$ cat src/rtl/dma_sched_pkg.sv
package dma_sched_pkg;
  typedef enum logic [1:0] {TRIG_NOW = 2'd0, TRIG_VBL = 2'd1, TRIG_RSV2 = 2'd2, TRIG_RSV3 = 2'd3} trig_e;
  typedef enum logic [1:0] {ADR_INC = 2'd0, ADR_DEC = 2'd1, ADR_FIX = 2'd2, ADR_INC_RLD = 2'd3} adr_mode_e;

  // bit 9 .. bit 0
  typedef struct packed {
    logic      wide;
    adr_mode_e src_mode;
    adr_mode_e dst_mode;
    trig_e     trig;
    logic      irq_en;
    logic      repeat_en;
    logic      en;
  } ctrl_t;

  localparam int CTRL_W = 10;

  localparam logic [1:0] REG_SRC  = 2'd0;
  localparam logic [1:0] REG_DST  = 2'd1;
  localparam logic [1:0] REG_CNT  = 2'd2;
  localparam logic [1:0] REG_CTRL = 2'd3;
endpackage

$ cat src/rtl/dma_chan.sv
module dma_chan
  import dma_sched_pkg::*;
#(
  parameter int ADDR_W    = 28,
  parameter int CNT_W     = 21,
  parameter int CH_IDX    = 0,
  parameter int START_LAT = 3
) (
  input  logic              clk_i,
  input  logic              rst_ni,
  input  logic              wr_src_i,
  input  logic              wr_dst_i,
  input  logic              wr_cnt_i,
  input  logic              wr_ctrl_i,
  input  logic [31:0]       wdata_i,
  input  logic              vblank_i,
  input  logic              step_i,
  output logic [ADDR_W-1:0] src_o,
  output logic [ADDR_W-1:0] dst_o,
  output logic [CNT_W-1:0]  cnt_raw_o,
  output ctrl_t             ctrl_o,
  output logic              eligible_o,
  output logic [ADDR_W-1:0] work_src_o,
  output logic [ADDR_W-1:0] work_dst_o,
  output logic [CNT_W:0]    pend_o,
  output logic              irq_o
);
  localparam int PEND_W = CNT_W + 1;
  localparam int DLY_W  = $clog2(START_LAT + 1);
  localparam logic [PEND_W-1:0] ONE = PEND_W'(1);
  // short count variant: only the last channel gets the full range
  localparam logic [PEND_W-1:0] MAX_CNT =
    (CNT_W == 16 && CH_IDX != 3) ? (ONE << (CNT_W - 2)) : (ONE << CNT_W);

  logic [ADDR_W-1:0] src_q, dst_q, work_src_q, work_dst_q;
  logic [ADDR_W-1:0] nxt_src, nxt_dst, stride;
  logic [CNT_W-1:0]  cnt_q;
  logic [PEND_W-1:0] pend_q, load_cnt;
  logic [DLY_W-1:0]  dly_q;
  ctrl_t             ctrl_q, new_ctrl;
  logic              irq_q, eligible, step_go, done, arm, vbl_arm, clear_en;
  logic              unused_wdata;

  assign unused_wdata = ^wdata_i[31:ADDR_W];
  assign new_ctrl     = ctrl_t'(wdata_i[CTRL_W-1:0]);
  assign load_cnt     = (cnt_q == '0) ? MAX_CNT : {1'b0, cnt_q};
  assign eligible     = ctrl_q.en && (pend_q != '0) && (dly_q == '0);
  assign step_go      = step_i && eligible;
  assign done         = step_go && (pend_q == ONE);
  assign arm          = wr_ctrl_i && !ctrl_q.en && new_ctrl.en;
  assign vbl_arm      = vblank_i && ctrl_q.en && (ctrl_q.trig == TRIG_VBL) &&
                        (pend_q == '0) && (dly_q == '0);
  assign clear_en     = !ctrl_q.repeat_en || (ctrl_q.trig == TRIG_NOW);
  assign stride       = ctrl_q.wide ? ADDR_W'(4) : ADDR_W'(2);

  function automatic logic [ADDR_W-1:0] adv(input logic [ADDR_W-1:0] a,
                                            input adr_mode_e m,
                                            input logic [ADDR_W-1:0] s);
    case (m)
      ADR_DEC: adv = a - s;
      ADR_FIX: adv = a;
      default: adv = a + s;
    endcase
  endfunction

  assign nxt_src = adv(work_src_q, ctrl_q.src_mode, stride);
  assign nxt_dst = adv(work_dst_q, ctrl_q.dst_mode, stride);

  always_ff @(posedge clk_i or negedge rst_ni) begin
    if (!rst_ni) begin
      src_q      <= '0;
      dst_q      <= '0;
      cnt_q      <= '0;
      ctrl_q     <= '0;
      work_src_q <= '0;
      work_dst_q <= '0;
      pend_q     <= '0;
      dly_q      <= '0;
      irq_q      <= 1'b0;
    end else begin
      irq_q <= 1'b0;
      if (wr_src_i) src_q <= {wdata_i[ADDR_W-1:1], 1'b0};
      if (wr_dst_i) dst_q <= {wdata_i[ADDR_W-1:1], 1'b0};
      if (wr_cnt_i) cnt_q <= wdata_i[CNT_W-1:0];

      if (dly_q != '0) begin
        dly_q <= dly_q - DLY_W'(1);
        if (dly_q == DLY_W'(1)) pend_q <= load_cnt;
      end else if (vbl_arm) begin
        dly_q <= DLY_W'(START_LAT);
      end

      if (step_go) begin
        pend_q     <= pend_q - ONE;
        work_src_q <= nxt_src;
        work_dst_q <= (done && ctrl_q.dst_mode == ADR_INC_RLD) ? dst_q : nxt_dst;
        if (done) begin
          irq_q <= ctrl_q.irq_en;
          if (clear_en) ctrl_q.en <= 1'b0;
        end
      end

      if (wr_ctrl_i) begin
        ctrl_q <= new_ctrl;
        if (arm) begin
          work_src_q <= src_q;
          work_dst_q <= dst_q;
          pend_q     <= '0;
          dly_q      <= (new_ctrl.trig == TRIG_NOW) ? DLY_W'(START_LAT) : '0;
        end
      end
    end
  end

  assign src_o      = src_q;
  assign dst_o      = dst_q;
  assign cnt_raw_o  = cnt_q;
  assign ctrl_o     = ctrl_q;
  assign eligible_o = eligible;
  assign work_src_o = work_src_q;
  assign work_dst_o = work_dst_q;
  assign pend_o     = pend_q;
  assign irq_o      = irq_q;

  AST_IRQ_ONE_CYCLE: assert property (@(posedge clk_i) disable iff (!rst_ni)
    irq_q |=> !irq_q);
  AST_NO_REARM: assert property (@(posedge clk_i) disable iff (!rst_ni)
    (wr_ctrl_i && ctrl_q.en && new_ctrl.en && !step_go) |=>
      ($stable(work_src_q) && $stable(work_dst_q)));
  AST_LOAD_AFTER_LAT: assert property (@(posedge clk_i) disable iff (!rst_ni)
    ((pend_q != '0) && ($past(pend_q) == '0)) |-> ($past(dly_q) == DLY_W'(1)));
  AST_DONE_CLEARS_EN: assert property (@(posedge clk_i) disable iff (!rst_ni)
    (done && !wr_ctrl_i && (!ctrl_q.repeat_en || ctrl_q.trig == TRIG_NOW)) |=> !ctrl_q.en);
  AST_DST_RELOAD: assert property (@(posedge clk_i) disable iff (!rst_ni)
    (done && !wr_ctrl_i && ctrl_q.dst_mode == ADR_INC_RLD) |=> (work_dst_q == $past(dst_q)));
endmodule

$ cat src/rtl/dma_prio_arb.sv
module dma_prio_arb #(
  parameter int N_CH = 4,
  localparam int CH_W = $clog2(N_CH)
) (
  input  logic [N_CH-1:0] req_i,
  output logic [N_CH-1:0] grant_o,
  output logic            valid_o,
  output logic [CH_W-1:0] idx_o
);
  assign grant_o = req_i & (~req_i + N_CH'(1));
  assign valid_o = |req_i;

  always_comb begin
    idx_o = '0;
    for (int i = N_CH - 1; i >= 0; i--) begin
      if (req_i[i]) idx_o = CH_W'(i);
    end
  end
endmodule

$ cat src/rtl/dma_chan_sched.sv
module dma_chan_sched
  import dma_sched_pkg::*;
#(
  parameter int N_CH      = 4,
  parameter int ADDR_W    = 28,
  parameter int CNT_W     = 21,
  parameter int START_LAT = 3,
  localparam int CH_W     = $clog2(N_CH)
) (
  input  logic              clk_i,
  input  logic              rst_ni,
  input  logic              reg_we_i,
  input  logic [CH_W+1:0]   reg_addr_i,
  input  logic [31:0]       reg_wdata_i,
  output logic [31:0]       reg_rdata_o,
  input  logic              vblank_i,
  input  logic              xfer_step_i,
  output logic              sel_valid_o,
  output logic [CH_W-1:0]   sel_ch_o,
  output logic              busy_o,
  output logic [ADDR_W-1:0] work_src_o,
  output logic [ADDR_W-1:0] work_dst_o,
  output logic [CNT_W:0]    work_cnt_o,
  output logic [N_CH-1:0]   irq_o
);
  logic [CH_W-1:0]   ch_sel;
  logic [1:0]        reg_sel;
  logic [ADDR_W-1:0] src_a [N_CH];
  logic [ADDR_W-1:0] dst_a [N_CH];
  logic [ADDR_W-1:0] wsrc_a [N_CH];
  logic [ADDR_W-1:0] wdst_a [N_CH];
  logic [CNT_W-1:0]  cnt_a [N_CH];
  logic [CNT_W:0]    pend_a [N_CH];
  ctrl_t             ctrl_a [N_CH];
  logic [N_CH-1:0]   elig, grant;
  logic              sel_valid;
  logic [CH_W-1:0]   sel_idx;

  assign ch_sel  = reg_addr_i[CH_W+1:2];
  assign reg_sel = reg_addr_i[1:0];

  for (genvar g = 0; g < N_CH; g++) begin : g_ch
    logic hit;
    assign hit = reg_we_i && (ch_sel == CH_W'(g));
    dma_chan #(
      .ADDR_W(ADDR_W), .CNT_W(CNT_W), .CH_IDX(g), .START_LAT(START_LAT)
    ) u_chan (
      .clk_i      (clk_i),
      .rst_ni     (rst_ni),
      .wr_src_i   (hit && reg_sel == REG_SRC),
      .wr_dst_i   (hit && reg_sel == REG_DST),
      .wr_cnt_i   (hit && reg_sel == REG_CNT),
      .wr_ctrl_i  (hit && reg_sel == REG_CTRL),
      .wdata_i    (reg_wdata_i),
      .vblank_i   (vblank_i),
      .step_i     (xfer_step_i && grant[g]),
      .src_o      (src_a[g]),
      .dst_o      (dst_a[g]),
      .cnt_raw_o  (cnt_a[g]),
      .ctrl_o     (ctrl_a[g]),
      .eligible_o (elig[g]),
      .work_src_o (wsrc_a[g]),
      .work_dst_o (wdst_a[g]),
      .pend_o     (pend_a[g]),
      .irq_o      (irq_o[g])
    );
  end

  dma_prio_arb #(.N_CH(N_CH)) u_arb (
    .req_i   (elig),
    .grant_o (grant),
    .valid_o (sel_valid),
    .idx_o   (sel_idx)
  );

  always_comb begin
    case (reg_sel)
      REG_SRC: reg_rdata_o = {{(32-ADDR_W){1'b0}}, src_a[ch_sel]};
      REG_DST: reg_rdata_o = {{(32-ADDR_W){1'b0}}, dst_a[ch_sel]};
      REG_CNT: reg_rdata_o = {{(32-CNT_W){1'b0}}, cnt_a[ch_sel]};
      default: reg_rdata_o = {{(32-CTRL_W){1'b0}}, ctrl_a[ch_sel]};
    endcase
  end

  assign sel_valid_o = sel_valid;
  assign sel_ch_o    = sel_idx;
  assign busy_o      = sel_valid;
  assign work_src_o  = sel_valid ? wsrc_a[sel_idx] : '0;
  assign work_dst_o  = sel_valid ? wdst_a[sel_idx] : '0;
  assign work_cnt_o  = sel_valid ? pend_a[sel_idx] : '0;

  AST_SEL_IS_ELIGIBLE: assert property (@(posedge clk_i) disable iff (!rst_ni)
    sel_valid_o |-> elig[sel_ch_o]);
  AST_SEL_LOWEST: assert property (@(posedge clk_i) disable iff (!rst_ni)
    sel_valid_o |-> ((elig & ((N_CH'(1) << sel_ch_o) - N_CH'(1))) == '0));
  AST_GRANT_ONEHOT: assert property (@(posedge clk_i) disable iff (!rst_ni)
    $onehot0(grant));
  AST_IDLE_RELEASE: assert property (@(posedge clk_i) disable iff (!rst_ni)
    (elig == '0) |-> (!busy_o && !sel_valid_o && work_cnt_o == '0));
endmodule

$ cat config.mk
export PLATFORM = sky130hd
export DESIGN_NAME = dma_chan_sched
export DESIGN_NICKNAME = d
export VERILOG_FILES = /design/src/rtl/dma_sched_pkg.sv /design/src/rtl/dma_chan.sv /design/src/rtl/dma_prio_arb.sv /design/src/rtl/dma_chan_sched.sv
export SDC_FILE = /design/constraint.sdc
export NUM_CORES = 2
export LEC_CHECK = 0
export BUFFER_PORTS_ARGS = -buffer_cell sky130_fd_sc_hd__buf_2
export CAP_MARGIN = 30
export CORE_MARGIN = 2
export CORE_UTILIZATION = 60
export CTS_BUF_LIST = sky130_fd_sc_hd__clkbuf_8
export DETAILED_ROUTE_END_ITERATION = 8
export PLACE_DENSITY = 0.74
export SLEW_MARGIN = 30
export SYNTH_ARGS = -nofsm -noshare
export SYNTH_HDL_FRONTEND = slang
export SYNTH_SLANG_ARGS = --single-unit
export TNS_END_PERCENT = 5
$ cat constraint.sdc
create_clock -name clk_i -period 6 [get_ports clk_i]
set_clock_uncertainty 0.05 [all_clocks]
set_input_delay 0.6 -clock clk_i [delete_from_list [all_inputs] [get_ports clk_i]]
set_output_delay 0.6 -clock clk_i [all_outputs]
set_load 0.01 [all_outputs]
## Word-level counts from Yosys, hierarchy flattened

Cells that the tools add are included.

| storage, ports and cells | value |
|---|---|
| register bits | 664 |
| output and inout bits | 118 |
| bits of input ports | 41 |

| cells by class | value |
|---|---|
| multiplexer cells | 134 |
| reduce and logical (&&, ||, !) cells | 124 |
| add/sub/neg operators | 25 |
| bitwise gates (word level) | 4 |
| magnitude comparators | 2 |
| equal/unequal tests | 38 |

Operators with widths:

| cell | count |
|---|---|
| $mux W28 | 38 |
| $mux W22 | 27 |
| $pmux W28 S2 | 8 |
| $add A28 B28 Y28 | 8 |
| $bmux W28 S2 | 4 |
| $sub A28 B28 Y28 | 8 |
| $eq A22 B1 Y1 const B | 4 |
| $logic_not A22 Y1 | 4 |
| $reduce_bool A22 Y1 | 4 |
| $sub A22 B1 Y22 const B | 4 |
| $logic_not A21 Y1 | 4 |
| $pmux W28 S3 | 1 |
| $logic_and A1 B1 Y1 | 68 |
| $bmux W22 S2 | 1 |
| $bmux W21 S2 | 1 |
| $mux W2 | 21 |
| $mux W21 | 2 |
| $eq A2 B1 Y1 const B | 18 |
| $eq A2 B2 Y1 const B | 16 |
| $reduce_bool A2 Y1 | 16 |
| $mux W1 | 24 |
| $logic_not A2 Y1 | 11 |
| $bmux W10 S2 | 1 |
| $mux W10 | 2 |
| other kinds (11) | 32 |

## Longest topological paths before layout

| depth | value |
|---|---|
| word-level depth | 14 |
| gate-level depth with buffers | 18 |
| mapped depth without buffers | 14 |

## By module

From an unflattened synthesis, not the netlist that was laid out.

| unflattened totals | value |
|---|---|
| cells, all modules | 4998 |
| area total of the unflattened synthesis | 46489.6 um2 |

By module, submodules not included:

| module | cells an instance | area an instance (um2) | times used |
|---|---|---|---|
| dma_chan at g_ch[2].u_chan ... | 1146 | 10408.7 | 2 |
| dma_chan at g_ch[0].u_chan ... | 1124 | 10117.2 | 2 |
| dma_chan_sched | 448 | 5378.9 | 1 |
| dma_prio_arb | 10 | 58.8 | 1 |

## Worst setup path after synthesis

No wires, ideal clock.

| timing | value |
|---|---|
| path type | reg-to-reg |
| start point | reg g_ch[3].u_chan.ctrl_q, in the netlist g_ch[3].u_chan.ctrl_o[7] |
| end point | reg g_ch[3].u_chan.work_src_q[26] |
| clock period less this slack | 4257 ps |
| setup time | 135 ps |
| arrival | 4072 ps |
| stages on the path, launching flop included | 13 |
| setup slack | 1743 ps |
| data required time | 5815 ps |
| path buffers | 0 |
| path through | dfrtp_1 > nor2b_1 > ha_1 > a21o_1 > or3_1 > o21ai_0 > o31a_1 > nor3_1 > a2111o_1 > o31ai_1 > o21ai_0 > xnor2_1 > o21ai_0 |

| between the ends | value |
|---|---|
| word-level cells in the longest chain between the ends | 5 |
| elaborated cells between the ends (all ways) | 6 |
| those cells by class | eq/ne (2); mux (4) |

RTL lines:

| element | line | source |
|---|---|---|
| start: declaration | dma_chan.sv:40 | `ctrl_t ctrl_q, new_ctrl;` |
| start signal: assignment | dma_chan.sv:104 | `ctrl_q <= new_ctrl;` |
| $eq A2 B2 Y1 or $eq A2 B1 Y1 (tied branches) | dma_chan.sv:59 | `case (m)` |
| $pmux W28 S2 (*) | dma_chan.sv:59 |  |
| $mux W28 (*) | dma_chan.sv:93 | `if (step_go) begin` |
| $mux W28 | dma_chan.sv:105 | `if (arm) begin` |
| $mux W28 (*) | dma_chan.sv:103 | `if (wr_ctrl_i) begin` |
| end signal: assignment | dma_chan.sv:95 | `work_src_q <= nxt_src;` |
| end signal: assignment | dma_chan.sv:106 | `work_src_q <= src_q;` |
| end: declaration | dma_chan.sv:35 | `logic [ADDR_W-1:0] src_q, dst_q, work_src_q, work_dst_q;` |

Every way passes the cells marked *; elsewhere a longest branch is shown, timed or not.
A chain may end at the register's enable or synchronous reset.

## Final worst setup path

| timing | value |
|---|---|
| start point | reg g_ch[2].u_chan.pend_q[8] |
| end point | out work_cnt_o[7] |

| between the ends | value |
|---|---|
| word-level cells in the longest chain between the ends | 11 |
| elaborated cells between the ends (all ways) | 12 |
| those cells by class | mux (7); bitwise (1); reduce/logical (4) |

RTL lines:

| element | line | source |
|---|---|---|
| start: declaration | dma_chan.sv:38 | `logic [PEND_W-1:0] pend_q, load_cnt;` |
| start signal: assignment | dma_chan.sv:88 | `if (dly_q == DLY_W'(1)) pend_q <= load_cnt;` |
| start signal: assignment | dma_chan.sv:94 | `pend_q <= pend_q - ONE;` |
| $reduce_bool A22 Y1 (*) | dma_chan.sv:47 | `assign eligible = ctrl_q.en && (pend_q != '0) && (dly_q == '0);` |
| $logic_and A1 B1 Y1 (*) (2 in series) | dma_chan.sv:47 |  |
| $mux W2 (3 in series) | dma_prio_arb.sv:16 | `if (req_i[i]) idx_o = CH_W'(i);` |
| $not A2 Y3 (not written as such) | dma_chan_sched.sv:90 | `assign work_cnt_o = sel_valid ? pend_a[sel_idx] : '0;` |
| $bmux W22 S2 | dma_chan_sched.sv:90 |  |
| $mux W22 (not written as such) (2 in series) | dma_chan_sched.sv:90 |  |
| $mux W22 (*) | dma_chan_sched.sv:90 |  |
| end: declaration | dma_chan_sched.sv:23 | `output logic [CNT_W:0] work_cnt_o,` |

Every way passes the cells marked *; elsewhere a longest branch is shown, timed or not. The select of a mux whose other input is x is not followed.

==> out/qor.csv <==
metric,value,unit
seq_area_frac_synth,0.362,
p_leak,20.5,nW
r2r-end,g_ch[2].u_chan.work_dst_o[4],
io_pins,159,
vias,45184,
crit_family,simple AND/OR/NAND/NOR gates,
layout.cells.non_filler,6218,
worstPathMaxFanout,63,
drv_cap,0,
ys_async_sr_fraction,1.00,
clk_latency,0.81,ns
synthToLayoutAreaGrowth,8.91,%
yosysTopAreaCell,dfrtp_1,
worstSetupPathDepth,10,
io_buffer_count,149,
setup_tns,0,ns
powerDensity,463,mW/mm²
dp_cells,5987,
maxSlewHeadroom,0.269,
clockPowerShare,0.202,
placed_area,0.0469,mm²
power,23.0,mW
max_stage_delay,0.98,ns
cts.sinks,660,
final_nets,5300,
synth-edff-count,0,
p_switching,10.8,mW
final_antenna_net_count,0,
syn_area_per_cell,8.81,µm²
rsz0062_at_grt,no,
yosys.cell_types.count,95,
min_period_over_period,0.994,
rows,101,
period_minus_slack,5.96,ns
nFillCells,6340,
synth_common_cells,"dfrtp_1 (660), nand2_1 (526), nor2_1 (481)",
drt_wl_total,187000,µm
wl_per_cell,30.1,µm
tritoncts,yes,
final_hold_viol_count,0,
tightest_slew,1.09,ns
gp_congestion,1.08,
comb_power_share,0.426,
synthesis.area,0.0456,mm²
drive_gt1_frac,0.178,
rrSetupSlack,1.33,ns
design_area,0.0497,mm²
multi_input_area,0.0272,mm²
synth_top_area_share,0.362,
p_int,12.2,mW
fp.dieW,280,µm
grt_pass1_vias,40473,
htreeDepth,3,
cts_made_buffers,115,
drt-initial-drc-count,7009,
seqCellArea,0.0165,mm²
path_class,reg -> out,
core,0.0756,mm²
cp_cell_sequence,"or4_1, or4b_4, o31ai_4, nand2_1, nand3_4, inv_4, buf_12, a211oi_1, a311oi_1, buf_2",
cts_root_buffer,clkbuf_8,
cts_buffer_depth,3,
critPathRequiredTime,5.35,ns
reg2reg_depth,12,
start_util,0.603,
grt_overflow,0,
synthTopCellsByArea,"dfrtp_1 (36%), mux2_2 (8.1%), a21oi_1 (4.8%)",
antenna_found_initial,20,
ys_seq_elements,660,
post_cts_buffers,0,
slowest_stage,a211oi_1,
switching_share,0.468,
grt_pass1_wl,272000,µm
endpoint_kind,output pin,
die_height,280,µm
remaining_drc_errors,0,
status,"finished, final reports clean",
vdd_drop_max,301,µV
viasPerCell,7.27,
track_usage,0.471,
hpwlAfterDp,136000,µm
critical_path.reg2reg.startpoint,g_ch[0].u_chan.pend_o[16],
cp_data_arrival_time,5.31,ns
clk_pin_slew,0.06,ns
setup_viol,0,
slew_violations,0,
worstSetupEndpoint,work_cnt_o[7],
synthCells,5174,
dieArea,0.0782,mm²
fmax,168,MHz
cp-startpoint,g_ch[2].u_chan.pend_o[8],
grt_max_degree,165,
p_seq_frac,0.372,
min_path_type,in -> reg,
start_kind,flop,
synth_top_flop_cell,dfrtp_1,
drt-pass1-iter-count,9,
yosysMostFrequentCell,dfrtp_1,
yosysWarnings,0,
critical_path_buf_inv_count,3,
==> per-stage QoR <==
stage	util	hold WS [ns]	setup WS [ns]
CTS	0.655	0.135	0.181
global placement	0.621	0.429	1.10
finish	0.657	0.163	0.0372
global route	0.657	0.150	0.111
detailed placement	0.621	0.433	1.02
floorplan	-	0.254	1.74
==> registers in the layout, indices dropped and copies added, names as in the netlist <==
name	count
g_ch.u_chan.work_dst_o	112
g_ch.u_chan.dst_o	108
g_ch.u_chan.src_o	108
g_ch.u_chan.work_src_o	108
g_ch.u_chan.pend_o	88
g_ch.u_chan.cnt_raw_o	84
g_ch.u_chan.ctrl_o	40
g_ch.u_chan.dly_q	8
g_ch.u_chan.irq_o	4
==> power by group through the flow <==
stage                     clock (mW)  sequential [mW]  combinational, mW
after global routing            4.82             8.57               10.5
after global placement             0             8.31               9.20
final                           4.64             8.54               9.80
after CTS                       4.63             8.26               9.43
after detailed placement           0             8.32               9.37
after floorplan                    0             6.74               7.20
==> repair_timing <==
| item | in CTS | in global routing |
|---|---|---|
| endpoints found under the hold margin | 95 | 0 |
| hold buffers | 1 | 0 |
| endpoints found under the setup margin | 0 | 16 |
| gates resized for setup | 0 | 2 |
==> placed cells by master (no fill, tap or decap), types with 22 or more instances in the layout <==
master	instances
dfrtp_1	660
nand2_1	525
nor2_1	470
a21oi_1	434
mux2_2	328
o21ai_0	310
clkbuf_8	150
buf_2	146
nor3_1	140
ha_1	128
a211oi_1	121
inv_1	118
nand3_1	118
and2_1	101
mux4_2	94
buf_4	94
nor4_1	90
a311oi_1	86
a31oi_1	68
xnor2_1	59
nand2b_1	57
nand4_1	55
o22ai_1	54
mux2i_1	50
and3_1	48
a21o_1	43
or3_1	41
o22a_1	40
o21a_1	39
xor2_1	39
nor2b_1	37
or4_1	35
o211ai_1	32
a221oi_1	29
a22oi_1	22
==> worst reg2reg max path, cell delays in order, from the launching register on <==
cell	delay, ns
dfrtp_1	0.46
or4_1	0.57
or3_1	0.45
o31ai_2	0.64
buf_4	0.29
nand4bb_1	0.15
buf_4	0.25
nor2_1	0.46
nand2_1	0.52
a21oi_1	0.28
nor2_1	0.05
o21ai_0	0.25
o21a_1	0.16
==> cell families after synthesis <==
family / share of synthesized area
and+or+nand+nor: 0.191
AOI/OAI and AO/OA: 0.210
DFF: 0.362
buffers and inverters: 0.0448
muxes: 0.138
adders and majority gates: 0.0351
xor gates and xnor gates: 0.0188
other: 0.0000823
==> final cells by class <==
| class | instances | area share |
|---|---|---|
| antenna | 14 | 0.000706 |
| clock buffer | 150 | 0.0416 |
| clock inverter | 62 | 0.0105 |
| inverter | 93 | 0.00708 |
| multi-input combinational | 4005 | 0.548 |
| sequential | 660 | 0.333 |
| tap | 978 | 0.0246 |
| timing repair buffer | 256 | 0.0351 |
==> how the worst min path moves through the flow <==
stage | from | endpoint | slack [ns] | cells after the start
final | reg_wdata_i[0] | g_ch[3].u_chan.ctrl_o[0] | 0.16 | 3
after global routing | reg_wdata_i[0] | g_ch[3].u_chan.ctrl_o[0] | 0.15 | 3
after CTS | reg_wdata_i[0] | g_ch[3].u_chan.ctrl_o[0] | 0.14 | 3
after detailed placement | g_ch[1].u_chan.work_dst_o[0] | g_ch[1].u_chan.work_dst_o[0] | 0.43 | 1
after global placement | g_ch[1].u_chan.work_dst_o[0] | g_ch[1].u_chan.work_dst_o[0] | 0.43 | 1
after floorplan | rst_ni | g_ch[0].u_chan.cnt_raw_o[0] | 0.25 | 0
==> routing by layer <==
layer / global-route usage / wire, µm / up-vias
li1: - / - / 19203
met1: 0.655 / 71500 / 21927
met2: 0.605 / 71800 / 3489
met3: 0.235 / 33500 / 549
met4: 0.218 / 10400 / 16
met5: 0.00438 / 164 / -
No activity file was read; power rests on OpenSTA's default activity.
